### config.mk
export PLATFORM = sky130hd
export DESIGN_NAME = pgood_qual
export DESIGN_NICKNAME = d
export VERILOG_FILES = /design/src/rtl/pgood_qual_pkg.sv /design/src/rtl/pgood_sync.sv /design/src/rtl/pgood_timer.sv /design/src/rtl/pgood_qual.sv
export SDC_FILE = /design/constraint.sdc
export NUM_CORES = 1
export LEC_CHECK = 0
export BUFFER_PORTS_ARGS = -buffer_cell sky130_fd_sc_hd__buf_2
export CAP_MARGIN = 5
export CORE_UTILIZATION = 40
export DETAILED_ROUTE_END_ITERATION = 10
export PLACE_DENSITY = 0.69
export SLEW_MARGIN = 20
export SYNTH_ARGS = -nofsm -noshare
export SYNTH_HDL_FRONTEND = slang
export SYNTH_HIERARCHICAL = 1
export SYNTH_SLANG_ARGS = --single-unit
### constraint.sdc
create_clock -name clk -period 3.6 [get_ports clk]
set_input_delay 0.54 -clock clk [delete_from_list [all_inputs] [get_ports clk]]
set_output_delay 0.54 -clock clk [all_outputs]
set_load 0.005 [all_outputs]
### src/rtl/pgood_qual_pkg.sv
package pgood_qual_pkg;
  // Control flags carried through the synchronizer alongside the rail flags
  typedef struct packed {
    logic line_uv;
    logic off_req;
    logic bias_ok;
  } ctl_flags_t;

  localparam int unsigned CTL_W = $bits(ctl_flags_t);

  function automatic logic ctl_blocks(ctl_flags_t f);
    return f.line_uv | f.off_req | ~f.bias_ok;
  endfunction
endpackage

### src/rtl/pgood_sync.sv
module pgood_sync #(
  parameter int unsigned W      = 4,
  parameter int unsigned STAGES = 2
) (
  input  logic         clk,
  input  logic         rst,
  input  logic [W-1:0] d_async,
  output logic [W-1:0] q_sync
);
  logic [W-1:0] stg [STAGES];

  // reset value of 0 leaves bias_ok low, which counts as blocking
  generate
    for (genvar s = 0; s < STAGES; s++) begin : g_stage
      always_ff @(posedge clk) begin
        if (rst) stg[s] <= '0;
        else if (s == 0) stg[s] <= d_async;
        else stg[s] <= stg[(s == 0) ? 0 : s-1];
      end
    end
  endgenerate

  assign q_sync = stg[STAGES-1];
endmodule

### src/rtl/pgood_timer.sv
module pgood_timer #(
  parameter int unsigned CNT_W     = 32,
  parameter int unsigned DEF_DELAY = 25_000_000
) (
  input  logic             clk,
  input  logic             rst,
  input  logic             clr,
  input  logic [CNT_W-1:0] delay_in,
  output logic             done
);
  localparam logic [CNT_W-1:0] DEF_LIM = CNT_W'(DEF_DELAY);

  logic [CNT_W-1:0] cnt;
  logic [CNT_W-1:0] lim;

  always_ff @(posedge clk) begin
    if (rst) begin
      cnt <= '0;
      lim <= DEF_LIM;
    end else if (clr) begin
      cnt <= '0;
      lim <= delay_in;   // length captured only while blocked
    end else if (cnt != lim) begin
      cnt <= cnt + 1'b1;
    end
  end

  assign done = (cnt == lim);

  // a blocking cycle discharges the timer
  p_clear_r7: assert property (@(posedge clk) disable iff (rst)
    clr |=> (cnt == '0));
  // counting advances by one per clear cycle until the limit
  p_step_r6: assert property (@(posedge clk) disable iff (rst)
    (!clr && cnt != lim) |=> (cnt == $past(cnt) + 1'b1));
  // count never passes the captured limit
  p_no_overflow_r6: assert property (@(posedge clk) disable iff (rst)
    cnt <= lim);
  // limit is frozen during qualification
  p_lim_hold_r8: assert property (@(posedge clk) disable iff (rst)
    !clr |=> (lim == $past(lim)));
endmodule

### src/rtl/pgood_qual.sv
module pgood_qual
  import pgood_qual_pkg::*;
#(
  parameter int unsigned NUM_RAILS = 4,
  parameter int unsigned CNT_W     = 32,
  parameter int unsigned DEF_DELAY = 25_000_000
) (
  input  logic                 clk,
  input  logic                 rst,
  input  logic [NUM_RAILS-1:0] rail_uv,
  input  logic                 line_uv,
  input  logic                 off_req,
  input  logic                 bias_ok,
  input  logic [CNT_W-1:0]     delay_cycles,
  output logic                 pgood
);
  localparam int unsigned SYNC_W = NUM_RAILS + CTL_W;

  ctl_flags_t           ctl_raw, ctl_s;
  logic [NUM_RAILS-1:0] rail_s;
  logic [SYNC_W-1:0]    sync_q;
  logic                 blocked;
  logic                 tmr_done;

  assign ctl_raw = '{line_uv: line_uv, off_req: off_req, bias_ok: bias_ok};

  pgood_sync #(.W(SYNC_W), .STAGES(2)) i_sync (
    .clk     (clk),
    .rst     (rst),
    .d_async ({rail_uv, ctl_raw}),
    .q_sync  (sync_q)
  );

  assign {rail_s, ctl_s} = sync_q;
  assign blocked = (|rail_s) | ctl_blocks(ctl_s);

  pgood_timer #(.CNT_W(CNT_W), .DEF_DELAY(DEF_DELAY)) i_timer (
    .clk      (clk),
    .rst      (rst),
    .clr      (blocked),
    .delay_in (delay_cycles),
    .done     (tmr_done)
  );

  always_ff @(posedge clk) begin
    if (rst) pgood <= 1'b0;
    else     pgood <= !blocked && tmr_done;
  end

  // any synchronized blocking condition forces pgood low next edge
  p_block_drop_r2: assert property (@(posedge clk) disable iff (rst)
    blocked |=> !pgood);
  // a rise only follows a completed count
  p_rise_after_count_r6: assert property (@(posedge clk) disable iff (rst)
    $rose(pgood) |-> $past(tmr_done));
  // output is low in the cycle after reset
  p_reset_low_r1: assert property (@(posedge clk)
    rst |=> !pgood);
endmodule

==> metrics.md <==
| Metric | Value |
|---|---|
| Leak | `1.64 nW` |
| Switching Fraction | `24.2%` |
| Post-CTS Setup Inserts | `0` |
| Worst-Skew Late Latency | `0.36 ns` |
| Num CTS Buffers | `9` |
| Final hold vios | `0` |
| Sw power | `411 uW` |
| Hold Crit Start | `rail_uv[3]` |
| H-Tree Depth | `3` |
| R2R Setup Slk | `1.02 ns` |
| First DRT Iteration DRCs | `111` |
| Mux contribution to synthesized area | `6.49%` |
| Pre-antenna DRT Iters | `4` |
| Antenna cell count | `0` |
| Int Power | `1.28 mW` |
| DRT antenna net count | `0` |
| Worst-Margin Slew | `0.698 ns` |
| Total track usage | `19.2%` |
| WL/cell | `15.4 um` |
| Crit path largest cell delay | `0.62 ns` |
| Post-Place Worst Slack | `1.12 ns` |
| Post-Route WL | `7980 um` |
| Post-Syn Area per Cell | `9.50 um2` |
| Row count | `33` |
| Final GP Congestion | `0.902` |
| Multi-input gate area | `0.00187 mm2` |
| PnR worst setup slack | `1.02 ns` |
| Final period utilization | `71.8%` |
| Synth Area in Compound Gates | `11.1%` |
| Post_cts resized | `0` |
| Asr flop ratio synth | `0%` |
| Max rail drop VDD | `0.000254 V` |
| Hold_ws | `0.381 ns` |
| DRC viols | `0` |
| Vias in the first global route | `2780` |
| Initial Util | `42.3%` |
| Crit end category | `flip-flop` |
| Final Core Density | `48.1%` |
| P&R area growth vs syn | `13.8%` |
| Net Count, Synth | `415` |
| Synthesized flop and latch total | `79` |
| Cts hold-fix bufs | `0` |
| Cells taking the most area after synthesis | `dfxtp_1 45%, xor2_1 8.2%, mux2i_1 6.5%` |
| # placed instances | `501` |
| Synth Area in Adders | `0.353%` |
| Setup violators final | `0` |
| Req. time, crit path | `3.90 ns` |
| Fillers | `820` |
| CTS tree | `done` |
| R2R depth | `6` |
| Largest family of logic cells by synthesized area | `simple AND/OR/NAND/NOR gates` |
| Final Instance Area | `0.00403 mm2` |
| RR Startpoint | `i_timer/cnt[16]$_SDFFE_PP0P_` |
| RSZ-0062 raised after global routing | `no` |
| Setup TNS Final | `0 ns` |
| First-pass GRT wire length | `13400 um` |
| Fmax | `387 MHz` |
| GR Overflow Total | `0` |
| Clock Path Buffers | `2` |
| Synth Flop Type | `dfxtp_1` |
| WHS Path Cells | `2` |
| Sequential fraction of the synthesis area | `44.6%` |
| Clk_skew | `0.0111 ns` |
| Clock-pin slew on the worst setup and hold paths | `0.09 ns` |
| Share of the synthesized area in the top cell type | `44.6%` |
| Max_cap viols | `0` |
| Final number of max-transition violations | `0` |
| Status | `complete, no violations` |
| IO Port Bufs | `41` |
| Worst path slowest cell | `nor4_1` |
| Die Y | `96.1 um` |
| Critical-path maximum fanout | `6` |
| PwrDens | `420 mW/mm2` |
| Die Wd | `96.1 um` |
| Synth Cell Area | `0.00354 mm2` |
| Worst r2r dst | `i_timer/cnt[31]$_SDFFE_PP0P_` |
| Synth Area in Simple Gates | `25.2%` |
| XOR/XNOR Fraction of Synth Area | `9.64%` |
| Via Count | `2859` |
| Hpwl dp | `5670 um` |
| Root buffer cell | `clkbuf_8` |
| Crit path cell chain | `nand3_1 > nor4_1 > nand2_1 > or4_1 > or4_1 > nand2_1` |
| Antenna violations before repair | `0` |
| Vias per Instance | `5.53` |
| Hold worst-path end | `i_sync/stg[0][6]$_SDFF_PP0_` |
| Cells after Synth | `373` |
| Pin count of the biggest net entering global routing | `51` |
| Ratio of cells with drive above 1 in the final layout | `19.4%` |
| Placed standard-cell area | `0.00383 mm2` |
| Final net count | `449` |
| Storage element area | `0.00158 mm2` |
| Power share of the combinational group | `5.8%` |
| Number of flops mapped to enable cells by yosys | `0` |
| Min Tclk post-route | `2.58 ns` |
| Relative slew slack | `53.4%` |
| Post-synthesis cell type count | `37` |
| Yosys warns | `6` |
| Data arrival, critical path | `2.89 ns` |
| Core Area | `0.00838 mm2` |
| Worst hold path type | `input pin to flip-flop` |
| Kind of critical path | `flip-flop to flip-flop` |
| Sequential share of power | `54.5%` |
| Synth area leader | `dfxtp_1` |
| Die area | `0.00924 mm2` |
| Startpoint class of the critical path | `flip-flop` |
| # clock sinks | `79` |
| Power share of the clock group | `39.7%` |
| Number of top-level pins | `42` |
| Non-Filler Instances | `517` |
| Final Power | `1.70 mW` |
## cell usage after synthesis (7+ instances only)
cell and count:
or4_1 18, mux2i_1 23, nor2_1 28, a211o_1 12, nor4_1 12, xor2_1 33, nor2b_2 10, o21ai_0 11
clkbuf_1 16, nand2_1 16, dfxtp_1 79, nor2b_1 13, a21oi_1 20, nand3_1 15, or3_1 10, nand4_1 7
o31ai_1 12
## sequential cells by signal, summed over array words and instances (netlist names)
name,cells
i_sync/stg,14
i_timer/cnt,32
pgood,1
i_timer/lim,32
## worst max path at each step
stage | start | cells after the start | end
finish | i_timer/cnt[16]$_SDFFE_PP0P_ | 6 | i_timer/cnt[31]$_SDFFE_PP0P_
CTS | i_timer/cnt[16]$_SDFFE_PP0P_ | 6 | i_timer/cnt[31]$_SDFFE_PP0P_
detailed placement | i_timer/cnt[2]$_SDFFE_PP0P_ | 7 | i_timer/cnt[1]$_SDFFE_PP0P_
global placement | i_timer/cnt[2]$_SDFFE_PP0P_ | 7 | i_timer/cnt[1]$_SDFFE_PP0P_
floorplan | i_timer/cnt[3]$_SDFFE_PP0P_ | 5 | i_timer/cnt[19]$_SDFFE_PP0P_
global route | i_timer/cnt[2]$_SDFFE_PP0P_ | 7 | i_timer/cnt[1]$_SDFFE_PP0P_
## final cells by class
class | count | share of cell area (%)
multi-input combinational | 272 | 46.5
sequential | 79 | 39.2
timing repair buffer | 44 | 5.96
tap | 105 | 3.26
clock buffer | 9 | 3.07
clock inverter | 7 | 1.92
inverter | 1 | 0.0931
## metal layers
metal | vias to the layer above | global-route usage, % | share of wire [%]
li1 | 1422 | - | -
met5 | - | 0 | 0
met2 | 76 | 30.0 | 46
met3 | 18 | 4.58 | 5.1
met1 | 1343 | 24.9 | 46
met4 | 0 | 9.20 | 2.7
## cells by family (layout without fill, tap and decap cells)
group	Yosys count	in the layout
fa+ha+maj	1	1
flops	79	79
buf+inv	22	61
simple gates	149	149
xor+xnor	39	39
mux	23	23
compound gates	60	60
## worst max-delay path, delay by kind of cell, from the launching register on
kind	cells	cell delay [ns]
and+or+nand+nor	6	2.10
DFF	1	0.43
## power groups by stage
stage	registers (mW)	clock network (mW)	logic, mW
3_5_place_dp	0.945	0	0.0987
6_report	0.924	0.673	0.0984
2_1_floorplan	0.937	0	0.0663
5_1_grt	0.928	0.725	0.111
3_3_place_gp	0.944	0	0.0960
4_1_cts	0.924	0.686	0.0993
## cell usage in the layout, fill, tap and decap left out, types with 13 or more instances in the layout
cell / instances
nand2_1: 15
dfxtp_1: 79
nor2_1: 27
nor2b_1: 13
or4_1: 18
a21oi_1: 20
xor2_1: 33
nand3_1: 15
buf_2: 41
mux2i_1: 23
(Power assumes the default switching activity.)
